File: config.mk
export PLATFORM = sky130hd
export DESIGN_NAME = pixelSweeper
export DESIGN_NICKNAME = d
export VERILOG_FILES = /design/src/rtl/sweepPkg.sv /design/src/rtl/pixelMatrix.sv /design/src/rtl/sweepCtrl.sv /design/src/rtl/pixelSweeper.sv
export SDC_FILE = /design/constraint.sdc
export NUM_CORES = 2
export LEC_CHECK = 0
export ABC_AREA = 1
export BUFFER_PORTS_ARGS = -buffer_cell sky130_fd_sc_hd__buf_2
export CORE_MARGIN = 10
export CORE_UTILIZATION = 58
export CTS_BUF_LIST = sky130_fd_sc_hd__clkbuf_2 sky130_fd_sc_hd__clkbuf_4 sky130_fd_sc_hd__clkbuf_8
export DETAILED_ROUTE_END_ITERATION = 10
export PLACE_DENSITY_LB_ADDON = 0.1
export SLEW_MARGIN = 20
export SYNTH_ARGS = -nofsm -noshare
export SYNTH_HDL_FRONTEND = slang
export SYNTH_SLANG_ARGS = --single-unit
File: constraint.sdc
create_clock -name clk -period 13.5 [get_ports clk]
set_clock_uncertainty 0.05 [all_clocks]
set_input_delay 2.025 -clock clk [delete_from_list [all_inputs] [get_ports clk]]
set_output_delay 2.025 -clock clk [all_outputs]
set_load 0.02 [all_outputs]
File: src/rtl/sweepPkg.sv
package sweepPkg;
  localparam int SUB_FW  = 2;
  localparam int CIS_FW  = 6;
  localparam int ROW_FW  = 8;
  localparam int TSO_FW  = 4;
  localparam int GCOL_FW = SUB_FW + CIS_FW;
  localparam int WORD_W  = SUB_FW + CIS_FW + ROW_FW + TSO_FW;

  // strobes from the sweep control to the pixel array
  typedef struct packed {
    logic [GCOL_FW-1:0] selCol;   // column driving the shared bus
    logic [ROW_FW-1:0]  pickRow;  // row whose timestamp goes on the bus
    logic               clrEn;    // held word accepted this cycle
    logic [ROW_FW-1:0]  clrRow;   // row of the held word in selCol
  } sweepStrb_t;
endpackage

File: src/rtl/pixelMatrix.sv
module pixelMatrix
  import sweepPkg::*;
#(
  parameter int NUM_COLS = 16,
  parameter int NUM_ROWS = 12,
  parameter int TS_W     = 4,
  parameter int BC_DIV   = 40,
  parameter int LOST_W   = 16
) (
  input  logic                         clk,
  input  logic                         rstN,
  input  logic [NUM_COLS*NUM_ROWS-1:0] hitPulse,
  input  sweepStrb_t                   strb,
  output logic [NUM_ROWS-1:0]          colHits,
  output logic [TS_W-1:0]              busTs,
  output logic [LOST_W-1:0]            lostHits
);
  localparam int NUM_PIX = NUM_COLS * NUM_ROWS;
  localparam int DIV_W   = (BC_DIV > 1) ? $clog2(BC_DIV) : 1;

  logic [DIV_W-1:0]    divCnt;
  logic [TS_W-1:0]     bcNow;
  logic [NUM_ROWS-1:0] colView [NUM_COLS];
  logic [TS_W-1:0]     tsCol   [NUM_COLS][NUM_ROWS];
  logic [NUM_PIX-1:0]  lostVec;

  // bunch-crossing counter
  always_ff @(posedge clk) begin
    if (!rstN) begin
      divCnt <= '0;
      bcNow  <= '0;
    end else if (divCnt == DIV_W'(BC_DIV - 1)) begin
      divCnt <= '0;
      bcNow  <= bcNow + 1'b1;
    end else begin
      divCnt <= divCnt + 1'b1;
    end
  end

  // one hit latch and one timestamp latch per pixel
  for (genvar c = 0; c < NUM_COLS; c++) begin : g_col
    for (genvar r = 0; r < NUM_ROWS; r++) begin : g_row
      logic hitQ;
      logic [TS_W-1:0] tsQ;
      logic pulse, clrMe;
      assign pulse = hitPulse[c*NUM_ROWS + r];
      assign clrMe = strb.clrEn && (strb.selCol == GCOL_FW'(c))
                     && (strb.clrRow == ROW_FW'(r));
      always_ff @(posedge clk) begin
        if (!rstN) begin
          hitQ <= 1'b0;
          tsQ  <= '0;
        end else begin
          if (clrMe)      hitQ <= 1'b0;
          else if (pulse) hitQ <= 1'b1;
          if (pulse && !hitQ) tsQ <= bcNow;
        end
      end
      assign lostVec[c*NUM_ROWS + r] = pulse && hitQ;
      assign colView[c][r]           = hitQ;
      assign tsCol[c][r]             = tsQ;
    end
  end

  // shared column bus
  always_comb begin
    colHits = '0;
    busTs   = '0;
    for (int c = 0; c < NUM_COLS; c++) begin
      if (strb.selCol == GCOL_FW'(c)) begin
        colHits = colView[c];
        for (int r = 0; r < NUM_ROWS; r++)
          if (strb.pickRow == ROW_FW'(r)) busTs = tsCol[c][r];
      end
    end
  end

  always_ff @(posedge clk) begin
    if (!rstN) lostHits <= '0;
    else       lostHits <= lostHits + LOST_W'($countones(lostVec));
  end
endmodule

File: src/rtl/sweepCtrl.sv
module sweepCtrl
  import sweepPkg::*;
#(
  parameter int NUM_COLS = 16,
  parameter int NUM_ROWS = 12,
  parameter int NUM_SUBS = 4,
  parameter int TS_W     = 4
) (
  input  logic                clk,
  input  logic                rstN,
  input  logic [NUM_ROWS-1:0] colHits,
  input  logic [TS_W-1:0]     busTs,
  input  logic                wordReady,
  output sweepStrb_t          strb,
  output logic                wordValid,
  output logic [WORD_W-1:0]   wordData
);
  localparam int CPS   = NUM_COLS / NUM_SUBS;
  localparam int SUB_W = (NUM_SUBS > 1) ? $clog2(NUM_SUBS) : 1;
  localparam int CIS_W = (CPS > 1) ? $clog2(CPS) : 1;

  logic [SUB_W-1:0]    subIdx;
  logic [CIS_W-1:0]    colInSub;
  logic [ROW_FW-1:0]   heldRow, pickRow;
  logic [NUM_ROWS-1:0] avail;
  logic                found, canLoad;

  // pending hits other than the one already held, lowest row wins
  always_comb begin
    for (int r = 0; r < NUM_ROWS; r++)
      avail[r] = colHits[r] && !(wordValid && heldRow == ROW_FW'(r));
    found   = 1'b0;
    pickRow = '0;
    for (int r = NUM_ROWS - 1; r >= 0; r--) begin
      if (avail[r]) begin
        found   = 1'b1;
        pickRow = ROW_FW'(r);
      end
    end
  end

  assign canLoad      = !wordValid || wordReady;
  assign strb.selCol  = GCOL_FW'(subIdx) * GCOL_FW'(CPS) + GCOL_FW'(colInSub);
  assign strb.pickRow = pickRow;
  assign strb.clrEn   = wordValid && wordReady;
  assign strb.clrRow  = heldRow;

  always_ff @(posedge clk) begin
    if (!rstN) begin
      subIdx    <= '0;
      colInSub  <= '0;
      wordValid <= 1'b0;
      wordData  <= '0;
      heldRow   <= '0;
    end else if (canLoad) begin
      if (found) begin
        wordValid <= 1'b1;
        heldRow   <= pickRow;
        wordData  <= {SUB_FW'(subIdx), CIS_FW'(colInSub), pickRow, TSO_FW'(busTs)};
      end else begin
        wordValid <= 1'b0;
        if (colInSub == CIS_W'(CPS - 1)) begin
          colInSub <= '0;
          subIdx   <= (subIdx == SUB_W'(NUM_SUBS - 1)) ? '0 : subIdx + 1'b1;
        end else begin
          colInSub <= colInSub + 1'b1;
        end
      end
    end
  end
endmodule

File: src/rtl/pixelSweeper.sv
module pixelSweeper
  import sweepPkg::*;
#(
  parameter int NUM_COLS = 16,
  parameter int NUM_ROWS = 12,
  parameter int NUM_SUBS = 4,
  parameter int TS_W     = 4,
  parameter int BC_DIV   = 40,
  parameter int LOST_W   = 16
) (
  input  logic                         clk,
  input  logic                         rstN,
  input  logic [NUM_COLS*NUM_ROWS-1:0] hitPulse,
  input  logic                         wordReady,
  output logic                         wordValid,
  output logic [WORD_W-1:0]            wordData,
  output logic [LOST_W-1:0]            lostHits
);
  sweepStrb_t          strb;
  logic [NUM_ROWS-1:0] colHits;
  logic [TS_W-1:0]     busTs;

  pixelMatrix #(
    .NUM_COLS(NUM_COLS), .NUM_ROWS(NUM_ROWS), .TS_W(TS_W),
    .BC_DIV(BC_DIV), .LOST_W(LOST_W)
  ) i_pixelMatrix (
    .clk(clk), .rstN(rstN), .hitPulse(hitPulse), .strb(strb),
    .colHits(colHits), .busTs(busTs), .lostHits(lostHits)
  );

  sweepCtrl #(
    .NUM_COLS(NUM_COLS), .NUM_ROWS(NUM_ROWS), .NUM_SUBS(NUM_SUBS), .TS_W(TS_W)
  ) i_sweepCtrl (
    .clk(clk), .rstN(rstN), .colHits(colHits), .busTs(busTs),
    .wordReady(wordReady), .strb(strb), .wordValid(wordValid), .wordData(wordData)
  );
endmodule

* Word level (Yosys, flattened, before mapping) *
Cells that the tools add are included.

word-level totals
  flip-flop bits (word level) = 1,015
  input port bits = 195
  output and inout port bits = 37
  word-level logic and storage cells = 1,904

cells by class
  add/sub/neg operators = 197
  eq/ne operators = 40
  mux-type cells = 251
  bitwise gates (word level) = 2
  reductions and logical operators = 1,022

operators by type and width
  cell                   number
  $add A16 B16 Y16       96
  $mux W4                220
  $logic_and A1 B1 Y1    617
  $reduce_or A2 Y1       193
  $logic_not A1 Y1       205
  $add A1 B1 Y2          96
  $mux W12               16
  $eq A8 B4 Y1 const B   16
  $eq A8 B3 Y1 const B   12
  $eq A8 B2 Y1 const B   6
  $eq A8 B1 Y1 const B   3
  $logic_not A8 Y1       3
  $mux W1                13
  $add A6 B1 Y6 const B  1
  $eq A6 B6 Y1 const B   1
  $add A4 B2 Y5          1
  $add A2 B1 Y2 const B  2
  $add A4 B1 Y4 const B  1
  $eq A2 B2 Y1 const B   2
  $mux W2                2
  $reduce_and A2 Y1      2
  $reduce_and A3 Y1      1
  $not A1 Y1             2
  $logic_or A1 B1 Y1     1

* Longest topological paths before layout *
  word-level depth = 240
  gate-level depth with buffers = 279
  depth with buffers taken out = 278

* Hierarchy *
A second synthesis with hierarchy kept.

second synthesis, totals
  cells, all modules = 7,226
  area total of the unflattened synthesis = 52,765.6 um2

by module, submodules not included
  module       instances  cells an instance  area each (um2)  seq. area each (um2)
  pixelMatrix  1          7,060              51,619.5         19,738.9
  sweepCtrl    1          166                1,146.1          340.3

* Worst setup path after synthesis *
No wires, ideal clock.

  path type = register -> register
  from = reg i_sweepCtrl.subIdx[0]
  to = reg i_sweepCtrl.wordData[3]
  setup time = 119 ps
  arrival = 14,348 ps
  required time = 13,331 ps
  path slack = -1,018 ps
  cell stages (with the launch flop) = 276
  buffers on the path = 1
  period minus slack after synthesis = 14,518 ps
  cell sequence = dfxtp_1 > inv_1 > ha_1 > nand2_2 > inv_2 > buf_4 > a21oi_1 > nand2_1 > o211ai_1 > nand2_1 > nand2_1 > nand3_1 > nand3_1 > nand3_1 > nand3_1 > nand3_1 > nand3_1 > nand2_1 > [240 not listed] > nand2_1 > nand2_1 > nand2_1 > nand2_1 > nand2_1 > nand2_1 > nand2_1 > nand2_1 > nand2_1 > nand2_1 > nand2_1 > nand2_1 > nand3_1 > nand3_1 > nand2_1 > nand2_1 > nand2_1 > a21oi_1

between the ends
  word-level cells in the longest chain between the ends = 240
  elaborated cells between the ends (all ways) = 290
  those cells by class = add/sub (1); eq/ne (26); mux (248); reduce/logical (15)

RTL lines
  what                     RTL line           RTL
  from (decl)              sweepCtrl.sv:22    logic [SUB_W-1:0] subIdx;
  from (signal assigned)   sweepCtrl.sv:64    subIdx <= (subIdx == SUB_W'(NUM_SUBS - 1)) ? '0 : subIdx + 1'b1;
  $add A4 B2 Y5 (*)        sweepCtrl.sv:43    assign strb.selCol = GCOL_FW'(subIdx) * GCOL_FW'(CPS) + GCOL_FW'(colInSub);
  $logic_not A8 Y1         pixelMatrix.sv:70  if (strb.selCol == GCOL_FW'(c)) begin
  $mux W12 (16 in series)  pixelMatrix.sv:70
  $logic_and A1 B1 Y1      sweepCtrl.sv:31    avail[r] = colHits[r] && !(wordValid && heldRow == ROW_FW'(r));
  $mux W4 (12 in series)   sweepCtrl.sv:35    if (avail[r]) begin
  $logic_not A8 Y1         pixelMatrix.sv:73  if (strb.pickRow == ROW_FW'(r)) busTs = tsCol[c][r];
  $mux W4 (12 in series)   pixelMatrix.sv:73
  $mux W4                  pixelMatrix.sv:70
  [143 not listed]         -
  $mux W4 (12 in series)   pixelMatrix.sv:73
  $mux W4                  pixelMatrix.sv:70
  $mux W4 (12 in series)   pixelMatrix.sv:73
  $mux W4                  pixelMatrix.sv:70
  $mux W4 (12 in series)   pixelMatrix.sv:73
  $mux W4                  pixelMatrix.sv:70
  $mux W4 (12 in series)   pixelMatrix.sv:73
  $mux W4                  pixelMatrix.sv:70
  to (signal assigned)     sweepCtrl.sv:59    wordData <= {SUB_FW'(subIdx), CIS_FW'(colInSub), pickRow, TSO_FW'(busTs)};
  to (decl)                sweepCtrl.sv:16    output logic [WORD_W-1:0] wordData

Every way passes the cells marked *; elsewhere a longest branch is shown, timed or not.
A chain may end at the register's enable or synchronous reset.

* Worst setup path after layout *
  from = reg i_sweepCtrl.subIdx[0]
  to = reg i_sweepCtrl.wordData[0]

The elaborated chain is that of the path after synthesis.

==> impl_metrics.ini <==
[sta]
timing.fmax_mhz = 51.5
max_slew.worst_pin.slew_ns = 1.16
grt_setup_unrepaired = yes
final_hold_viol_count = 0
drv_slew = 0
slew_headroom_pct = 22.8
post-route-min-period_ns = 19.40
timing.final.ws_setup_ns = -5.90
setup-violations-final = 4
final.period_utilization_pct = 144

[route]
post_route_wl_mm = 219
detail_route.iter0.violations = 6635
routed_vias = 55918
drc = 0
detailedRoute.firstPassIterationCount = 8
wl_per_cell_um = 22.2
detail_route.vias_per_cell = 5.66
final_antenna_net_count = 0

[place]
io_buffers = 223
dp.final_hpwl_mm = 154
finalWeightedCongestion = 1.02
numPlacedInstances = 9513
dpl-instance-area_um2 = 60300

[synth]
asyncSetResetFlopFracSynth_pct = 0
synth.yosys.seq_area_share_pct = 36.4
synth.distinct_cells = 43
number_of_flops_mapped_to_enable_cells_by_yosys = 0
synth_area_per_cell_um2 = 7.00
synth-simple-area-share_pct = 20.7
synth_compound_area_share_pct = 20.1
postSynthRegisterBits = 1003
synth_top_family_by_area = simple AND/OR/NAND/NOR gates
post-synth-top-area-cell = dfxtp_1
synth_top_flop_cell = dfxtp_1
post_synth_instance_area_um2 = 55100
synth_cell_count_leaders = nand2_1 (1808), inv_1 (1141), o21ai_0 (1006)
yosys-top-cells-area = dfxtp_1 (36%), nand2_1 (12%), o21ai_0 (9.1%), a21oi_1 (8.5%), inv_1 (7.8%)
share_of_the_synthesized_area_in_the_top_cell_type_pct = 36.4
synth_xor_xnor_area_share_pct = 0.0318
post_synth_inst_count = 7877
synth_most_common_cell = nand2_1
synthMuxAreaShare_pct = 0
synth_adder_area_share_pct = 10.9
yosys_warnings = 0

[global_route]
grt_pass1_vias = 52383
grt_util_all_layers_pct = 39.4
grt_use_met2_pct = 61.4
grt_met1_use_pct = 49.8
pin_count_of_the_biggest_net_entering_global_routing = 259
grt_pass1_wl_mm = 322
antenna_found_initial = 12
met3_usage_pct = 7.69
layer_with_the_highest_usage = met2
overflow = 0

[critical_path]
critical-path-max-stage-delay_ns = 0.33
reg2reg_from = i_sweepCtrl.subIdx[0]
worstSetupEndpointType = flop
cp_max_fo = 5
end_of_the_worst_register_to_register_path = i_sweepCtrl.wordData[0]
required_ns = 14.23
critical_path.slowest_cell = dfxtp_2
reg2reg_setup_slack_ns = -5.90
arrival_ns = 20.13
worst-r2r-cell-count = 269
critical_path_class = flop to flop
critical_path.startpoint_type = flop
setup.worst_path.start = i_sweepCtrl.subIdx[0]
critical_path.most_common_cell = nand2_1

[finish]
post_layout_nonfiller_instances = 9883
nets = 9018
nFillCells = 8238
multi_input_comb_area_um2 = 29300
seq_area_um2 = 20100
final_layout_size_suffix_gt1_share_pct = 17.5
syn2layout_area_growth_pct = 18.8
finish.utilization_pct = 69.3
layout.cell_area.non_filler_um2 = 65500

[clock_network]
clk_root_buffer_cell = clkbuf_8
htree_num_levels = 4
clock_tree.buffer_depth = 3
clk-insertion-delay-late_ns = 0.89
cts_made_buffers = 175
numClockSinks = 1003
cts_hold_repair.buffers = 0
cts_tree = built
worst_setup_hold_path_clk_slew_ns = 0.07

[floorplan]
initial_core_util_pct = 58.3
coreArea_um2 = 94600
io-pin-count = 232
core.rowCount = 113
chipWidth_um = 328
die_height_um = 328
design.die.area_um2 = 108000

[hold_path]
min_delay_worst_endpoint = i_pixelMatrix.divCnt[0]
worstHoldStart = i_pixelMatrix.divCnt[0]
hold_path_depth = 1
worstHoldPathType = flop to flop

[outcome]
run_status = finished, violations left
violations_in_the_final_reports = setup timing

[power_and_ir_drop]
power.combinational.fraction_pct = 62.8
static-leakage-power_nw = 33.7
flop_pwr_share_pct = 19.3
p_sw_mw = 8.14
power.internal_mw = 9.23
clkPwrFrac_pct = 17.9
power.density_cell_area_nw_per_um2 = 265
irDropWorstVdd_mv = 1.25
power_switching_share_pct = 46.9

[run]
drv_cap = 0
==> repair_timing <==
action                     4_1_cts  5_1_grt
buffers inserted                32        5
pin swaps                       84       53
gates resized for setup        164       37
setup endpoints to repair        4        4
cloned                           5        0
==> cell usage in the layout, fill, tap and decap left out, drive strengths merged, types with 6 or more instances in the layout <==
master	count
conb	8
bufinv	8
dfxtp	1003
inv	1169
nor3	7
or2	142
a221oi	116
clkinv	32
o22ai	6
nand3	268
nor2	551
buf	828
o21ai	1023
a211oi	6
ha	151
fa	205
clkbuf	269
nand4	12
diode	16
a21oi	942
nand2	1827
==> through the flow <==
step	TNS [ns]	total power, mW	setup WS [ns]	hold slack, ns
6_report	-22.06	17.4	-5.90	0.418
3_3_place_gp	-22.76	13.9	-6.79	0.398
5_1_grt	-32.16	18.6	-8.39	0.452
3_5_place_dp	-23.16	14.1	-6.92	0.409
2_1_floorplan	-3.20	10.9	-0.816	0.380
4_1_cts	-20.95	17.4	-5.65	0.419
==> routing by layer <==
layer / vias up / routed length, µm
li1: 26320 / -
met1: 25823 / 83400
met2: 2992 / 96500
met3: 781 / 22800
met4: 2 / 16400
met5: - / 13
==> flip-flops by register name (all words and copies together), names as in the netlist <==
signal,flops
i_pixelMatrix.divCnt,6
i_sweepCtrl.colInSub,2
i_pixelMatrix.bcNow,4
i_sweepCtrl.heldRow,3
i_sweepCtrl.wordValid,1
i_sweepCtrl.wordData,9
i_pixelMatrix.lostHits,16
i_pixelMatrix.g_col.g_row.tsQ,768
i_pixelMatrix.g_col.g_row.hitQ,192
i_sweepCtrl.subIdx,2
==> power by group through the flow <==
stage | combinational [mW] | clock [mW] | sequential (mW)
after floorplan | 7.47 | 0 | 3.41
after global placement | 10.5 | 0 | 3.40
after detailed placement | 10.7 | 0 | 3.40
after CTS | 10.9 | 3.12 | 3.34
after global routing | 11.9 | 3.25 | 3.36
final | 10.9 | 3.12 | 3.35
==> critical path: cells and delay by family, from the launching register on <==
| family | cells | cell delay (ns) |
|---|---|---|
| adders and majority gates | 1 | 0.19 |
| and+or+nand+nor | 244 | 15.60 |
| DFF | 1 | 0.33 |
| AOI/OAI and AO/OA | 13 | 1.97 |
| buffers and inverters | 11 | 1.13 |
==> worst max path at each step <==
stage | endpoint | slack, ns | cells after the start
final | i_sweepCtrl.wordData[0] | -5.90 | 269
after global routing | i_sweepCtrl.wordData[2] | -8.39 | 276
after CTS | i_sweepCtrl.wordData[2] | -5.65 | 271
after detailed placement | i_sweepCtrl.wordData[2] | -6.92 | 265
after global placement | i_sweepCtrl.wordData[2] | -6.79 | 263
after floorplan | i_sweepCtrl.wordData[0] | -0.82 | 273
==> layout make-up <==
| type | count | area share [%] |
|---|---|---|
| antenna | 16 | 0.0611 |
| sequential | 1003 | 30.7 |
| clock inverter | 43 | 0.709 |
| clock buffer | 269 | 5.20 |
| inverter | 1170 | 6.77 |
| timing repair buffer | 833 | 9.46 |
| tap | 1265 | 2.42 |
| multi-input combinational | 5284 | 44.7 |
==> kinds of logic (layout without fill, tap and decap cells) <==
| kind of cell | Yosys count | in the layout |
|---|---|---|
| other cells | 1 | 24 |
| fa+ha+maj | 356 | 356 |
| flops | 1003 | 1003 |
| xor+xnor | 2 | 2 |
| buf+inv | 1597 | 2315 |
| simple gates | 2809 | 2809 |
| compound gates | 2109 | 2109 |
No activity file was read; power rests on OpenSTA's default activity.
